[config.mk]
export PLATFORM = sky130hd
export DESIGN_NAME = mdio_mgmt_master
export DESIGN_NICKNAME = d
export VERILOG_FILES = /design/src/rtl/mdio_mgmt_pkg.sv /design/src/rtl/mdio_frame_eng.sv /design/src/rtl/mdio_cmd_reg.sv /design/src/rtl/mdio_scan_seq.sv /design/src/rtl/mdio_mgmt_master.sv
export SDC_FILE = /design/constraint.sdc
export NUM_CORES = 1
export LEC_CHECK = 0
export BUFFER_PORTS_ARGS = -buffer_cell sky130_fd_sc_hd__buf_2
export CAP_MARGIN = 10
export CORE_ASPECT_RATIO = 0.6
export CORE_MARGIN = 2
export CORE_UTILIZATION = 55
export DETAILED_ROUTE_END_ITERATION = 8
export HOLD_SLACK_MARGIN = 0.15
export PLACE_DENSITY = 0.8
export SKIP_LAST_GASP = 1
export SYNTH_ARGS = -nofsm -noshare
export SYNTH_HDL_FRONTEND = slang
export SYNTH_SLANG_ARGS = --single-unit
[constraint.sdc]
create_clock -name clk -period 2.6 [get_ports clk]
set_input_delay 0.26 -clock clk [delete_from_list [all_inputs] [get_ports clk]]
set_output_delay 0.26 -clock clk [all_outputs]
set_load 0.02 [all_outputs]
[src/rtl/mdio_mgmt_pkg.sv]
package mdio_mgmt_pkg;
  localparam int PHY_W     = 5;
  localparam int REG_W     = 5;
  localparam int DATA_W    = 16;
  localparam int CMD_W     = 32;
  // command / status word field positions (software decodes these)
  localparam int F_DONE    = 28;
  localparam int F_RD      = 27;
  localparam int F_WR      = 26;
  localparam int F_PHY_LSB = 21;
  localparam int F_REG_LSB = 16;
  localparam int FLD_W     = F_DONE - F_REG_LSB;

  typedef struct packed {
    logic              rd;
    logic [PHY_W-1:0]  phy;
    logic [REG_W-1:0]  regad;
    logic [DATA_W-1:0] wdata;
  } mdio_req_t;
endpackage

[src/rtl/mdio_frame_eng.sv]
module mdio_frame_eng
  import mdio_mgmt_pkg::*;
#(
  parameter int DIV_HALF = 20,
  parameter int PRE_LEN  = 35
) (
  input  logic              clk,
  input  logic              rst,
  input  logic              start,
  input  mdio_req_t         req,
  input  logic              mdio_i,
  output logic              busy,
  output logic              done,
  output logic [DATA_W-1:0] rd_data,
  output logic              mdc,
  output logic              mdio_o,
  output logic              mdio_oe
);
  localparam int FRAME   = PRE_LEN + 4 + PHY_W + REG_W + 2 + DATA_W;
  localparam int CW      = $clog2(FRAME);
  localparam int DW      = $clog2(DIV_HALF + 1);
  localparam int DAT_POS = FRAME - DATA_W;
  localparam int REL_LEN = DATA_W + 2;

  logic [FRAME-1:0] frame_w, oe_w, sh_q, oesh_q;
  logic [CW-1:0]    bitc_q;
  logic [DW-1:0]    divc_q;
  logic             rd_q;

  // serial image of the frame, first bit in the top position
  always_comb begin
    frame_w = {{PRE_LEN{1'b1}}, 2'b01,
               (req.rd ? 2'b10 : 2'b01),
               req.phy, req.regad,
               (req.rd ? 2'b11 : 2'b10),
               (req.rd ? {DATA_W{1'b1}} : req.wdata)};
    oe_w    = req.rd ? {{(FRAME-REL_LEN){1'b1}}, {REL_LEN{1'b0}}}
                     : {FRAME{1'b1}};
  end

  always_ff @(posedge clk) begin
    if (rst) begin
      busy    <= 1'b0;
      done    <= 1'b0;
      mdc     <= 1'b0;
      mdio_o  <= 1'b1;
      mdio_oe <= 1'b0;
      bitc_q  <= '0;
      divc_q  <= '0;
      sh_q    <= '0;
      oesh_q  <= '0;
      rd_q    <= 1'b0;
      rd_data <= '0;
    end else begin
      done <= 1'b0;
      if (!busy) begin
        if (start) begin
          busy    <= 1'b1;
          rd_q    <= req.rd;
          sh_q    <= frame_w;
          oesh_q  <= oe_w;
          bitc_q  <= '0;
          divc_q  <= '0;
          mdc     <= 1'b0;
          mdio_o  <= frame_w[FRAME-1];
          mdio_oe <= oe_w[FRAME-1];
        end
      end else if (divc_q != DW'(DIV_HALF - 1)) begin
        divc_q <= divc_q + 1'b1;
      end else begin
        divc_q <= '0;
        if (!mdc) begin
          mdc <= 1'b1;
        end else begin
          mdc <= 1'b0;
          // last clock of the high half: sample read data
          if (rd_q && (bitc_q >= CW'(DAT_POS)))
            rd_data <= {rd_data[DATA_W-2:0], mdio_i};
          if (bitc_q == CW'(FRAME - 1)) begin
            busy    <= 1'b0;
            done    <= 1'b1;
            mdio_oe <= 1'b0;
            mdio_o  <= 1'b1;
          end else begin
            bitc_q  <= bitc_q + 1'b1;
            mdio_o  <= sh_q[FRAME-2];
            mdio_oe <= oesh_q[FRAME-2];
            sh_q    <= {sh_q[FRAME-2:0], 1'b0};
            oesh_q  <= {oesh_q[FRAME-2:0], 1'b0};
          end
        end
      end
    end
  end
endmodule

[src/rtl/mdio_cmd_reg.sv]
module mdio_cmd_reg
  import mdio_mgmt_pkg::*;
(
  input  logic              clk,
  input  logic              rst,
  input  logic              wr,
  input  logic [CMD_W-1:0]  wdata,
  input  logic              allow,
  input  logic              eng_done,
  input  logic [DATA_W-1:0] eng_rdata,
  output logic              start,
  output mdio_req_t         req,
  output logic [CMD_W-1:0]  rdata
);
  logic [FLD_W-1:0]  fld_q;
  logic [DATA_W-1:0] dat_q;
  logic              done_q, own_q;

  assign start     = wr && allow && (wdata[F_RD] || wdata[F_WR]);
  assign req.rd    = wdata[F_RD];
  assign req.phy   = wdata[F_PHY_LSB +: PHY_W];
  assign req.regad = wdata[F_REG_LSB +: REG_W];
  assign req.wdata = wdata[DATA_W-1:0];

  always_ff @(posedge clk) begin
    if (rst) begin
      fld_q  <= '0;
      dat_q  <= '0;
      done_q <= 1'b0;
      own_q  <= 1'b0;
    end else begin
      if (eng_done && own_q) begin
        own_q  <= 1'b0;
        done_q <= 1'b1;
        if (fld_q[F_RD-F_REG_LSB]) dat_q <= eng_rdata;
      end
      if (start) begin
        own_q  <= 1'b1;
        done_q <= 1'b0;
        fld_q  <= wdata[F_REG_LSB +: FLD_W];
        dat_q  <= wdata[DATA_W-1:0];
      end
    end
  end

  always_comb begin
    rdata                          = '0;
    rdata[F_DONE]                  = done_q;
    rdata[F_REG_LSB +: FLD_W]      = fld_q;
    rdata[DATA_W-1:0]              = dat_q;
  end
endmodule

[src/rtl/mdio_scan_seq.sv]
module mdio_scan_seq
  import mdio_mgmt_pkg::*;
#(
  parameter int NPHY    = 32,
  parameter int ID_REG  = 3,
  parameter int DEF_PHY = 1
) (
  input  logic              clk,
  input  logic              rst,
  input  logic              go,
  input  logic              allow,
  input  logic              eng_done,
  input  logic [DATA_W-1:0] eng_rdata,
  output logic              issue,
  output mdio_req_t         req,
  output logic              busy,
  output logic              found,
  output logic              notfound,
  output logic [PHY_W-1:0]  addr
);
  localparam int IW = $clog2(NPHY);

  logic [IW-1:0] idx_q;
  logic          valid_id;

  assign valid_id  = (eng_rdata != '0) && (eng_rdata != '1);
  assign req.rd    = 1'b1;
  assign req.phy   = PHY_W'(idx_q);
  assign req.regad = REG_W'(ID_REG);
  assign req.wdata = '0;

  always_ff @(posedge clk) begin
    if (rst) begin
      busy     <= 1'b0;
      issue    <= 1'b0;
      idx_q    <= '0;
      found    <= 1'b0;
      notfound <= 1'b0;
      addr     <= PHY_W'(DEF_PHY);
    end else begin
      issue <= 1'b0;
      if (!busy) begin
        if (go && allow) begin
          busy     <= 1'b1;
          issue    <= 1'b1;
          idx_q    <= '0;
          found    <= 1'b0;
          notfound <= 1'b0;
        end
      end else if (eng_done) begin
        if (valid_id) begin
          found <= 1'b1;
          addr  <= PHY_W'(idx_q);
          busy  <= 1'b0;
        end else if (idx_q == IW'(NPHY - 1)) begin
          notfound <= 1'b1;
          addr     <= PHY_W'(DEF_PHY);
          busy     <= 1'b0;
        end else begin
          idx_q <= idx_q + 1'b1;
          issue <= 1'b1;
        end
      end
    end
  end
endmodule

[src/rtl/mdio_mgmt_master.sv]
module mdio_mgmt_master
  import mdio_mgmt_pkg::*;
#(
  parameter int DIV_HALF = 20,
  parameter int PRE_LEN  = 35,
  parameter int NPHY     = 32,
  parameter int ID_REG   = 3,
  parameter int DEF_PHY  = 1
) (
  input  logic             clk,
  input  logic             rst,
  input  logic             cmd_wr,
  input  logic [CMD_W-1:0] cmd_wdata,
  output logic [CMD_W-1:0] cmd_rdata,
  input  logic             scan_start,
  output logic             scan_busy,
  output logic             scan_found,
  output logic             scan_notfound,
  output logic [PHY_W-1:0] scan_addr,
  output logic             mdc,
  output logic             mdio_o,
  output logic             mdio_oe,
  input  logic             mdio_i
);
  logic              eng_busy, eng_done, eng_start;
  logic [DATA_W-1:0] eng_rdata;
  logic              cmd_start, scan_issue;
  mdio_req_t         cmd_req, scan_req, eng_req;

  // command path has priority; scan blocks commands while it runs
  assign eng_start = cmd_start || scan_issue;
  assign eng_req   = scan_issue ? scan_req : cmd_req;

  mdio_cmd_reg u_cmd (
    .clk(clk), .rst(rst), .wr(cmd_wr), .wdata(cmd_wdata),
    .allow(!eng_busy && !scan_busy),
    .eng_done(eng_done), .eng_rdata(eng_rdata),
    .start(cmd_start), .req(cmd_req), .rdata(cmd_rdata)
  );

  mdio_scan_seq #(.NPHY(NPHY), .ID_REG(ID_REG), .DEF_PHY(DEF_PHY)) u_scan (
    .clk(clk), .rst(rst), .go(scan_start),
    .allow(!eng_busy && !cmd_start),
    .eng_done(eng_done), .eng_rdata(eng_rdata),
    .issue(scan_issue), .req(scan_req), .busy(scan_busy),
    .found(scan_found), .notfound(scan_notfound), .addr(scan_addr)
  );

  mdio_frame_eng #(.DIV_HALF(DIV_HALF), .PRE_LEN(PRE_LEN)) u_eng (
    .clk(clk), .rst(rst), .start(eng_start), .req(eng_req),
    .mdio_i(mdio_i), .busy(eng_busy), .done(eng_done),
    .rd_data(eng_rdata), .mdc(mdc), .mdio_o(mdio_o), .mdio_oe(mdio_oe)
  );
endmodule

==> results of run 1 <==
[metrics by stage]
| stage | cells | hold slack (ns) | util |
|---|---|---|---|
| 2_1_floorplan | 1001 | 0.396 | - |
| 3_3_place_gp | 1210 | 0.439 | 0.587 |
| 3_5_place_dp | 1210 | 0.446 | 0.587 |
| 4_1_cts | 1270 | 0.159 | 0.644 |
| 5_1_grt | 1270 | 0.177 | 0.644 |
| 6_report | 1270 | 0.182 | 0.644 |
[cells in the final DEF, fill, tap and decap left out, types with 15 or more instances in the layout]
| cell | count |
|---|---|
| dfxtp_1 | 210 |
| nor3_1 | 191 |
| nor2_1 | 154 |
| nand2_1 | 71 |
| buf_2 | 71 |
| a21oi_1 | 58 |
| a211oi_1 | 42 |
| mux2i_1 | 39 |
| dlygate4sd3_1 | 28 |
| buf_4 | 20 |
| clkbuf_16 | 19 |
| o221ai_1 | 15 |
[power groups by stage]
stage	Clock, mW	Combinational [mW]	Sequential (mW)
2_1_floorplan	0	0.719	3.77
3_3_place_gp	0	0.971	3.74
3_5_place_dp	0	1.00	3.75
4_1_cts	2.70	1.04	3.68
5_1_grt	2.84	1.17	3.72
6_report	2.66	1.05	3.69
[layer usage]
| metal | GRT usage | routed length [µm] | up-vias |
|---|---|---|---|
| li1 | - | - | 3653 |
| met1 | 0.378 | 9880 | 3482 |
| met2 | 0.345 | 8240 | 215 |
| met3 | 0.0616 | 1610 | 23 |
| met4 | 0.0445 | 246 | 0 |
| met5 | 0 | 0 | - |
[worst max-delay path by stage]
stage / depth (start not counted) / endpoint / start
floorplan: 8 / u_scan.idx_q[2] / u_scan.idx_q[0]
global placement: 8 / u_eng.oesh_q[45] / u_eng.divc_q[0]
detailed placement: 7 / u_eng.oesh_q[63] / u_eng.bitc_q[0]
CTS: 7 / u_eng.oesh_q[63] / u_eng.bitc_q[0]
global route: 7 / u_eng.oesh_q[63] / u_eng.bitc_q[0]
finish: 6 / u_eng.oesh_q[63] / u_eng.bitc_q[1]
[cell type report]
cell class | instances | area share
clock buffers | 29 | 0.0576
clock inverters | 3 | 0.00192
inverters | 12 | 0.00473
multi-input cells | 689 | 0.390
flip-flops and latches | 210 | 0.430
well taps | 203 | 0.0260
repair buffers | 124 | 0.0897
[critical path, delay by kind of cell, from the launching register on]
kind / cells / cell delay (ns)
AO/OA/AOI/OAI: 2 / 0.53
flip-flops: 1 / 0.42
buffers and inverters: 1 / 0.69
adder cells (fa/ha/maj): 1 / 0.20
AND/OR/NAND/NOR: 2 / 0.33
[sequential cells by signal, summed over array words and instances, names as in the netlist, 5 cells and up]
| register | flops |
|---|---|
| u_eng.sh_q | 66 |
| u_eng.bitc_q | 7 |
| u_cmd.dat_q | 16 |
| u_eng.oesh_q | 66 |
| u_scan.addr | 5 |
| u_cmd.fld_q | 12 |
| u_scan.idx_q | 5 |
| u_eng.rd_data | 16 |
| u_eng.divc_q | 5 |
[repair_timing]
item / CTS / global route
setup endpoints to repair: 0 / 0
buffers inserted: 0 / 0
endpoints found under the hold margin: 32 / 0
hold buffers: 28 / 0
[cells by family (layout without fill, tap and decap cells)]
family	count (synthesis)	count (layout)	synth area share
and+or+nand+nor	476	476	0.262
DFF	210	210	0.497
AOI/OAI and AO/OA	165	165	0.132
buffers and inverters	102	168	0.0546
muxes	39	39	0.0461
adders and majority gates	5	5	0.00739
other	1	3	0.000443
xor gates and xnor gates	1	1	0.00104
==> results.yml, run 1 <==
route:
  final_antenna_net_count: 0
  post_drt_via_cell_ratio: 5.81
  drtIter0Drc: 846
  wl_per_cell_um: 15.7
  drc: 0
  dr_total_vias: 7373
  dr.pass1.iters: 5
  routed_wl_um: 20000
power:
  power_switching_mw: 1.99
  ir_worst_vdd_v: 0.000462
  seqPwrFrac: 0.499
  p_int_mw: 5.41
  p_leak_nw: 3.74
  swShare: 0.269
  power_mw: 7.40
  power.density_nw_per_um2: 756
  p_comb_frac: 0.141
  power_frac_clock: 0.360
cells_and_area:
  multi_input_area_um2: 3820
  n_fill_cell: 1246
  diodes: 0
  regArea_um2: 4200
  final_area_um2: 9780
  finish.net_count: 1098
  area_growth_pct: 15.6
  drive_gt1_frac: 0.127
yosys:
  synthTopCellsByCount: "dfxtp_1, nor3_1, nor2_1"
  synth_edf_count: 0
  synth_seq_cells: 210
  yosysMostFrequentCell: "dfxtp_1"
  yosysSeqAreaShare: 0.497
  yosysTopAreaCellShare: 0.497
  syn_avg_cell_area_um2: 8.47
  synth.distinct_cells: 54
  synth_top_area_cell: "dfxtp_1"
  async_flop_share: 0
  netlist_instances: 999
  yosys-top-cells-area: "dfxtp_1, nor3_1, nor2_1"
  syn-cell-area_um2: 8460
  yosysWarnings: 0
  ys.flop_type: "dfxtp_1"
clocking:
  cts_tree: "built"
  clockBufferDepth: 3
  cts_made_buffers: 19
  clk_pin_slew_worst_paths_ns: 0.06
  clock_latency_ns: 0.49
  cts-root-buf: "clkbuf_16"
  cts_resized: 0
  cts_num_sinks: 210
  htreeDepth: 1
critical_path:
  cp_max_fo: 83
  cp.required_ns: 2.99
  arrival_ns: 2.68
  critPathMaxStageDelay_ns: 0.69
  path_class: "flip-flop to flip-flop"
  reg2reg_to: "u_eng.oesh_q[63]"
  rr_startpoint: "u_eng.bitc_q[1]"
  worstSetupEndpointType: "flip-flop"
  ff2ff_path_depth: 6
  start_kind: "flip-flop"
  cp_cell_sequence: "ha_1 > nand4bb_1 > o211ai_4 > buf_4 > nor3_1 > a211oi_1"
  critical_path.slowest_cell: "buf_4"
  ff2ff_setup_slack_ns: 0.32
outcome:
  outcome: "complete, no violations"
hold_path:
  worstHoldStart: "scan_start"
  min_path_type: "input pin to flip-flop"
  whs_endpoint: "u_scan.busy"
  hold-path-cell-count: 3
timing:
  period_minus_slack_ns: 2.28
  hold_viol: 0
  slew_viol_final: 0
  slew_headroom: 0.448
  worst_pin_slew_ns: 0.828
  max_clock_freq_ghz: 0.438
  setup_slack_ns: 0.316
  finClkSkew_ns: 0.0129
  finalSetupTns_ns: 0
  post-route-period-util: 0.879
  rsz0062_at_grt: "false"
  setup_viol: 0
global_routing:
  first_global_vias: 6684
  overflow: 0
  grt_antenna_before_repair: 0
  grt_max_degree: 87
  grt_pass1_wl_um: 33400
  grt_usage: 0.245
floorplan:
  die-area_um2: 16400
  initial_utilization: 0.557
  design.core.area_um2: 15200
  rows: 35
  dieWidth_um: 164
  io_pins: 80
  die_h_um: 100
flow_run:
  maxCapViolCount: 0
place:
  portBuffers: 72
  dpl_cell_area_um2: 8920
  dp_slack_ns: 0.337
  place_congestion: 0.854
  dp_hpwl_um: 12400
(Power assumes the default switching activity.)
==> run 2: changes to the inputs <==
==> constraint.sdc (replaced) <==
create_clock -name clk -period 2.6 [get_ports clk]
set_input_delay 0.65 -clock clk [delete_from_list [all_inputs] [get_ports clk]]
set_output_delay 0.65 -clock clk [all_outputs]
set_load 0.02 [all_outputs]
==> run 2 against run 1 <==
  * Hold slack improved by 0.23 ns
  * Sequential share of layout area rose by 0.98 points
  * Critical path type unchanged
  * Global-route usage down 0.92 points
  * Final cell count shrank 2.3%
  * Via count fell by 1.6%
  * Non-clock buffer count is 31 lower
  * Register-to-register slack gained 0.08 ns
==> results.yml, run 2 (same netlist as run 1, synthesis figures left out) <==
clocking:
  clock_latency_ns: 0.49
  cts_num_sinks: 210
  cts_tree: "built"
  cts_hold_buf: 0
  post_cts_buffers: 0
  cts_resized: 0
  clk_pin_slew_worst_paths_ns: 0.07
  clockBufferDepth: 3
  htreeDepth: 1
  cts_made_buffers: 19
  cts-root-buf: "clkbuf_16"
timing:
  slew_viol_final: 0
  hold_viol: 0
  finClkSkew_ns: 0.0131
  slew_headroom: 0.545
  rsz0062_at_grt: "false"
  worst_pin_slew_ns: 0.682
  period_minus_slack_ns: 2.21
  max_clock_freq_ghz: 0.453
  post-route-period-util: 0.849
  finalSetupTns_ns: 0
  setup_viol: 0
hold_path:
  hold-path-cell-count: 3
  worstHoldStart: "cmd_wdata[24]"
  min_path_type: "input pin to flip-flop"
  whs_endpoint: "u_cmd.fld_q[8]"
critical_path:
  start_kind: "flip-flop"
  path_class: "flip-flop to flip-flop"
  reg2reg_to: "u_eng.rd_data[7]"
  rr_startpoint: "u_eng.divc_q[0]"
  cp_max_fo: 16
  arrival_ns: 2.58
  worstSetupEndpointType: "flip-flop"
  cp.required_ns: 2.98
  ff2ff_path_depth: 7
  ff2ff_setup_slack_ns: 0.39
cells_and_area:
  diodes: 0
  finish.net_count: 1067
  multi_input_area_um2: 3820
  reg_top3: "u_eng.oesh_q (66), u_eng.sh_q (66)"
  area_growth_pct: 13.0
  n_fill_cell: 1273
  final_cell_mix: "dfxtp_1, nor3_1, nor2_1"
  drive_gt1_frac: 0.132
  regArea_um2: 4200
  final_area_um2: 9560
  layout_commonest_cell: "dfxtp_1"
global_routing:
  first_global_vias: 6584
  grt_pass1_wl_um: 32400
  grt_usage: 0.236
  grt_max_degree: 121
  overflow: 0
  grt_antenna_before_repair: 0
route:
  drc: 0
  wl_per_cell_um: 15.5
  drtIter0Drc: 807
  dr_total_vias: 7252
  routed_wl_um: 19200
  post_drt_via_cell_ratio: 5.84
  dr.pass1.iters: 5
  final_antenna_net_count: 0
place:
  dpl_cell_area_um2: 8950
  dp_hpwl_um: 11900
  place_congestion: 0.862
  portBuffers: 72
floorplan:
  die-area_um2: 16400
  initial_utilization: 0.557
  dieWidth_um: 164
  die_h_um: 100
  rows: 35
  io_pins: 80
  design.core.area_um2: 15200
power:
  p_leak_nw: 3.65
  power.density_nw_per_um2: 782
  ir_worst_vdd_v: 0.000421
flow_run:
  maxCapViolCount: 0
outcome:
  outcome: "complete, no violations"
run 2: how the worst max path moves through the flow:
stage / endpoint / slack [ns] / startpoint / depth (start not counted)
global placement: u_eng.bitc_q[5] / 0.47 / cmd_wdata[27] / 7
finish: u_eng.rd_data[7] / 0.39 / u_eng.divc_q[0] / 7
floorplan: u_scan.idx_q[2] / 0.70 / u_scan.idx_q[0] / 8
global route: u_eng.oesh_q[4] / 0.23 / u_eng.bitc_q[1] / 7
CTS: u_eng.rd_data[7] / 0.41 / u_eng.divc_q[0] / 7
detailed placement: u_eng.rd_data[7] / 0.43 / u_eng.divc_q[0] / 7
run 2: metrics by stage:
step           setup WS [ns]  instances  total power, mW  utilization  hold WS, ns
2_1_floorplan          0.703       1001             4.48            -        0.432
3_3_place_gp           0.473       1207             4.72        0.589        0.439
3_5_place_dp           0.428       1207             4.75        0.589        0.445
4_1_cts                0.411       1241             7.52        0.629        0.401
5_1_grt                0.226       1241             7.83        0.629        0.417
6_report               0.393       1241             7.48        0.629        0.412
run 2: area by class of cell:
| class | instances | share of cell area |
|---|---|---|
| Clock buffer | 25 | 0.0563 |
| Tap cell | 203 | 0.0266 |
| Timing Repair Buffer | 93 | 0.0653 |
| Clock inverter | 9 | 0.00811 |
| Multi-Input combinational cell | 689 | 0.399 |
| Sequential cell | 210 | 0.440 |
| Inverter | 12 | 0.00484 |
run 2: worst max-delay path, cell delays in order, from the launching register on:
cell	delay, ns
dfxtp_1	0.40
ha_1	0.26
and4bb_4	0.32
nand2_1	0.17
nor4b_4	0.27
buf_4	0.35
mux2i_1	0.26
nor2_1	0.06
run 2: per-layer routing:
| metal | routed length, µm | track usage |
|---|---|---|
| met1 | 9740 | 0.366 |
| met2 | 7770 | 0.332 |
| met3 | 1400 | 0.0558 |
| met4 | 269 | 0.0425 |
| met5 | 0 | 0 |
run 2: power by group:
part / switching, mW / internal [mW] / total, mW / leakage [nW]
logic: 0.635 / 0.368 / 1.00 / 1.61
registers: 0.167 / 3.53 / 3.69 / 1.73
clock network: 1.21 / 1.57 / 2.78 / 0.312
total: 2.01 / 5.46 / 7.48 / 3.65
==> run 3: changes to the inputs <==
==> constraint.sdc (replaced) <==
create_clock -name clk -period 2.11 [get_ports clk]
set_input_delay 0.5275 -clock clk [delete_from_list [all_inputs] [get_ports clk]]
set_output_delay 0.5275 -clock clk [all_outputs]
set_load 0.02 [all_outputs]
==> run 3 against run 2 <==
  * Combinational power grew 34%
  * Largest cell class unchanged
  * Global-route usage grew 1.2 points
  * Hold slack lost 0.13 ns
  * Die area is the same
  * Cell area grew 3.3%
  * Wire length grew 6.5%
  * Highest routed layer unchanged
  * Count of clock-buffer cells in the layout is the same
  * Critical endpoint is now u_eng.rd_data[8]
  * Sequential share of layout area shrank 1.3 points
==> results.yml, run 3 (same netlist as run 1, synthesis figures left out) <==
outcome:
  outcome: "complete, no violations"
cells_and_area:
  drive_gt1_frac: 0.168
  regArea_um2: 4210
  n_fill_cell: 1206
  instances_no_fill: 1277
  diodes: 0
  multi_input_area_um2: 3830
  reg_top3: "u_eng.oesh_q (66), u_eng.sh_q (66)"
  layout_commonest_cell: "dfxtp_1"
  final_area_um2: 9880
  finish.net_count: 1105
  final_cell_mix: "dfxtp_1, nor3_1, nor2_1"
  area_growth_pct: 16.7
  final_util: 0.650
timing:
  hold_viol: 0
  slew_headroom: 0.539
  rsz0062_at_grt: "true"
  slew_viol_final: 0
  period_minus_slack_ns: 2.06
  post-route-period-util: 0.979
  max_clock_freq_ghz: 0.484
  worst_pin_slew_ns: 0.692
  finClkSkew_ns: 0.0100
  setup_viol: 0
  setup_slack_ns: 0.0452
clocking:
  clock_latency_ns: 0.49
  cts_tree: "built"
  cts_made_buffers: 19
  clk_pin_slew_worst_paths_ns: 0.07
  htreeDepth: 1
  clockBufferDepth: 3
  cts-root-buf: "clkbuf_16"
  cts_hold_buf: 0
  cts_num_sinks: 210
route:
  final_antenna_net_count: 0
  drc: 0
  dr_total_vias: 7393
  post_drt_via_cell_ratio: 5.79
  wl_per_cell_um: 16.0
  routed_wl_um: 20400
  dr.pass1.iters: 5
  drtIter0Drc: 662
global_routing:
  grt_pass1_wl_um: 33500
  grt_antenna_before_repair: 0
  first_global_vias: 6670
  grt_usage: 0.247
  grt_max_degree: 92
  overflow: 0
power:
  swShare: 0.273
  power.density_nw_per_um2: 929
  power_switching_mw: 2.51
  p_comb_frac: 0.146
  seqPwrFrac: 0.496
  p_leak_nw: 3.83
  p_int_mw: 6.67
  ir_worst_vdd_v: 0.000615
  power_frac_clock: 0.358
place:
  placedCellCount: 1239
  dpl_cell_area_um2: 9190
  portBuffers: 72
  place_congestion: 0.874
  dp_hpwl_um: 12900
  dp_slack_ns: 0.0235
floorplan:
  initial_utilization: 0.557
  die-area_um2: 16400
  design.core.area_um2: 15200
  io_pins: 80
  die_h_um: 100
  rows: 35
  dieWidth_um: 164
critical_path:
  ff2ff_setup_slack_ns: 0.05
  path_class: "flip-flop to flip-flop"
  cp.required_ns: 2.48
  cp_num_buf_inv: 2
  cp_max_fo: 8
  critPathMaxStageDelay_ns: 0.37
  arrival_ns: 2.44
  worstSetupEndpointType: "flip-flop"
  cp_cell_sequence: "ha_1 > and4bb_4 > nand2_2 > nor4b_4 > buf_4 > clkbuf_16 > mux2i_1 > nor2_1"
  critical_path.slowest_cell: "dfxtp_1"
  crit_family: "simple AND/OR/NAND/NOR gates"
  start_kind: "flip-flop"
flow_run:
  maxCapViolCount: 0
hold_path:
  min_path_type: "input pin to flip-flop"
-- run 3: cell types whose count changed in the layout (fill, tap and decap cells not counted), sizes merged --
cell,change
clkinv,-2
clkbuf,+2
buf,+36
bufinv,-1
clkinvlp,+2
inv,-1
-- run 3: final timing paths --
path / start / to / cells after the start
hold reg to reg: u_eng.sh_q[2] / u_eng.sh_q[2] / 2
hold / removal: cmd_wdata[17] / u_cmd.fld_q[1] / 3
setup reg to reg: u_eng.divc_q[1] / u_eng.rd_data[8] / 8
setup / recovery: u_eng.divc_q[1] / u_eng.rd_data[8] / 8
-- run 3: per-stage QoR --
stage                     power [mW]  setup TNS [ns]  hold slack [ns]
final                           9.17               0            0.286
after global routing            9.58          -0.406            0.297
after CTS                       9.18               0            0.276
after detailed placement        5.92               0            0.443
after global placement          5.87               0            0.439
after floorplan                 5.53               0            0.432
-- run 3: area by class of cell --
type                       count  share of cell area
timing repair buffer         131              0.0972
multi-input combinational    689               0.387
clock inverter                 7             0.00443
inverter                      12             0.00469
clock buffer                  25              0.0545
sequential                   210               0.426
tap                          203              0.0257
-- run 3: routing by layer --
layer | part of all wire | up-vias | routed length, µm | global-route usage
met4 | 0.014 | 0 | 289 | 0.0445
met2 | 0.41 | 258 | 8380 | 0.346
met5 | 0 | - | 0 | 0
met1 | 0.49 | 3447 | 9940 | 0.394
met3 | 0.089 | 26 | 1810 | 0.0467
li1 | - | 3662 | - | -
-- run 3: worst register-to-register path: stages (launching register included) --
cell and delay (ns):
dfxtp_1 0.37, ha_1 0.20, and4bb_4 0.31, nand2_2 0.12, nor4b_4 0.32, buf_4 0.19, clkbuf_16 0.17, mux2i_1 0.21
nor2_1 0.06
-- run 3: repair_timing --
action,CTS,global route
endpoints found under the setup margin,0,98
resized for setup,0,11
setup buffers,0,4
-- run 3: power groups by stage --
stage | Combinational [mW] | Sequential, mW | Clock, mW
floorplan | 0.885 | 4.64 | 0
CTS | 1.31 | 4.54 | 3.33
detailed placement | 1.30 | 4.63 | 0
global route | 1.50 | 4.59 | 3.49
global placement | 1.26 | 4.61 | 0
finish | 1.34 | 4.55 | 3.28
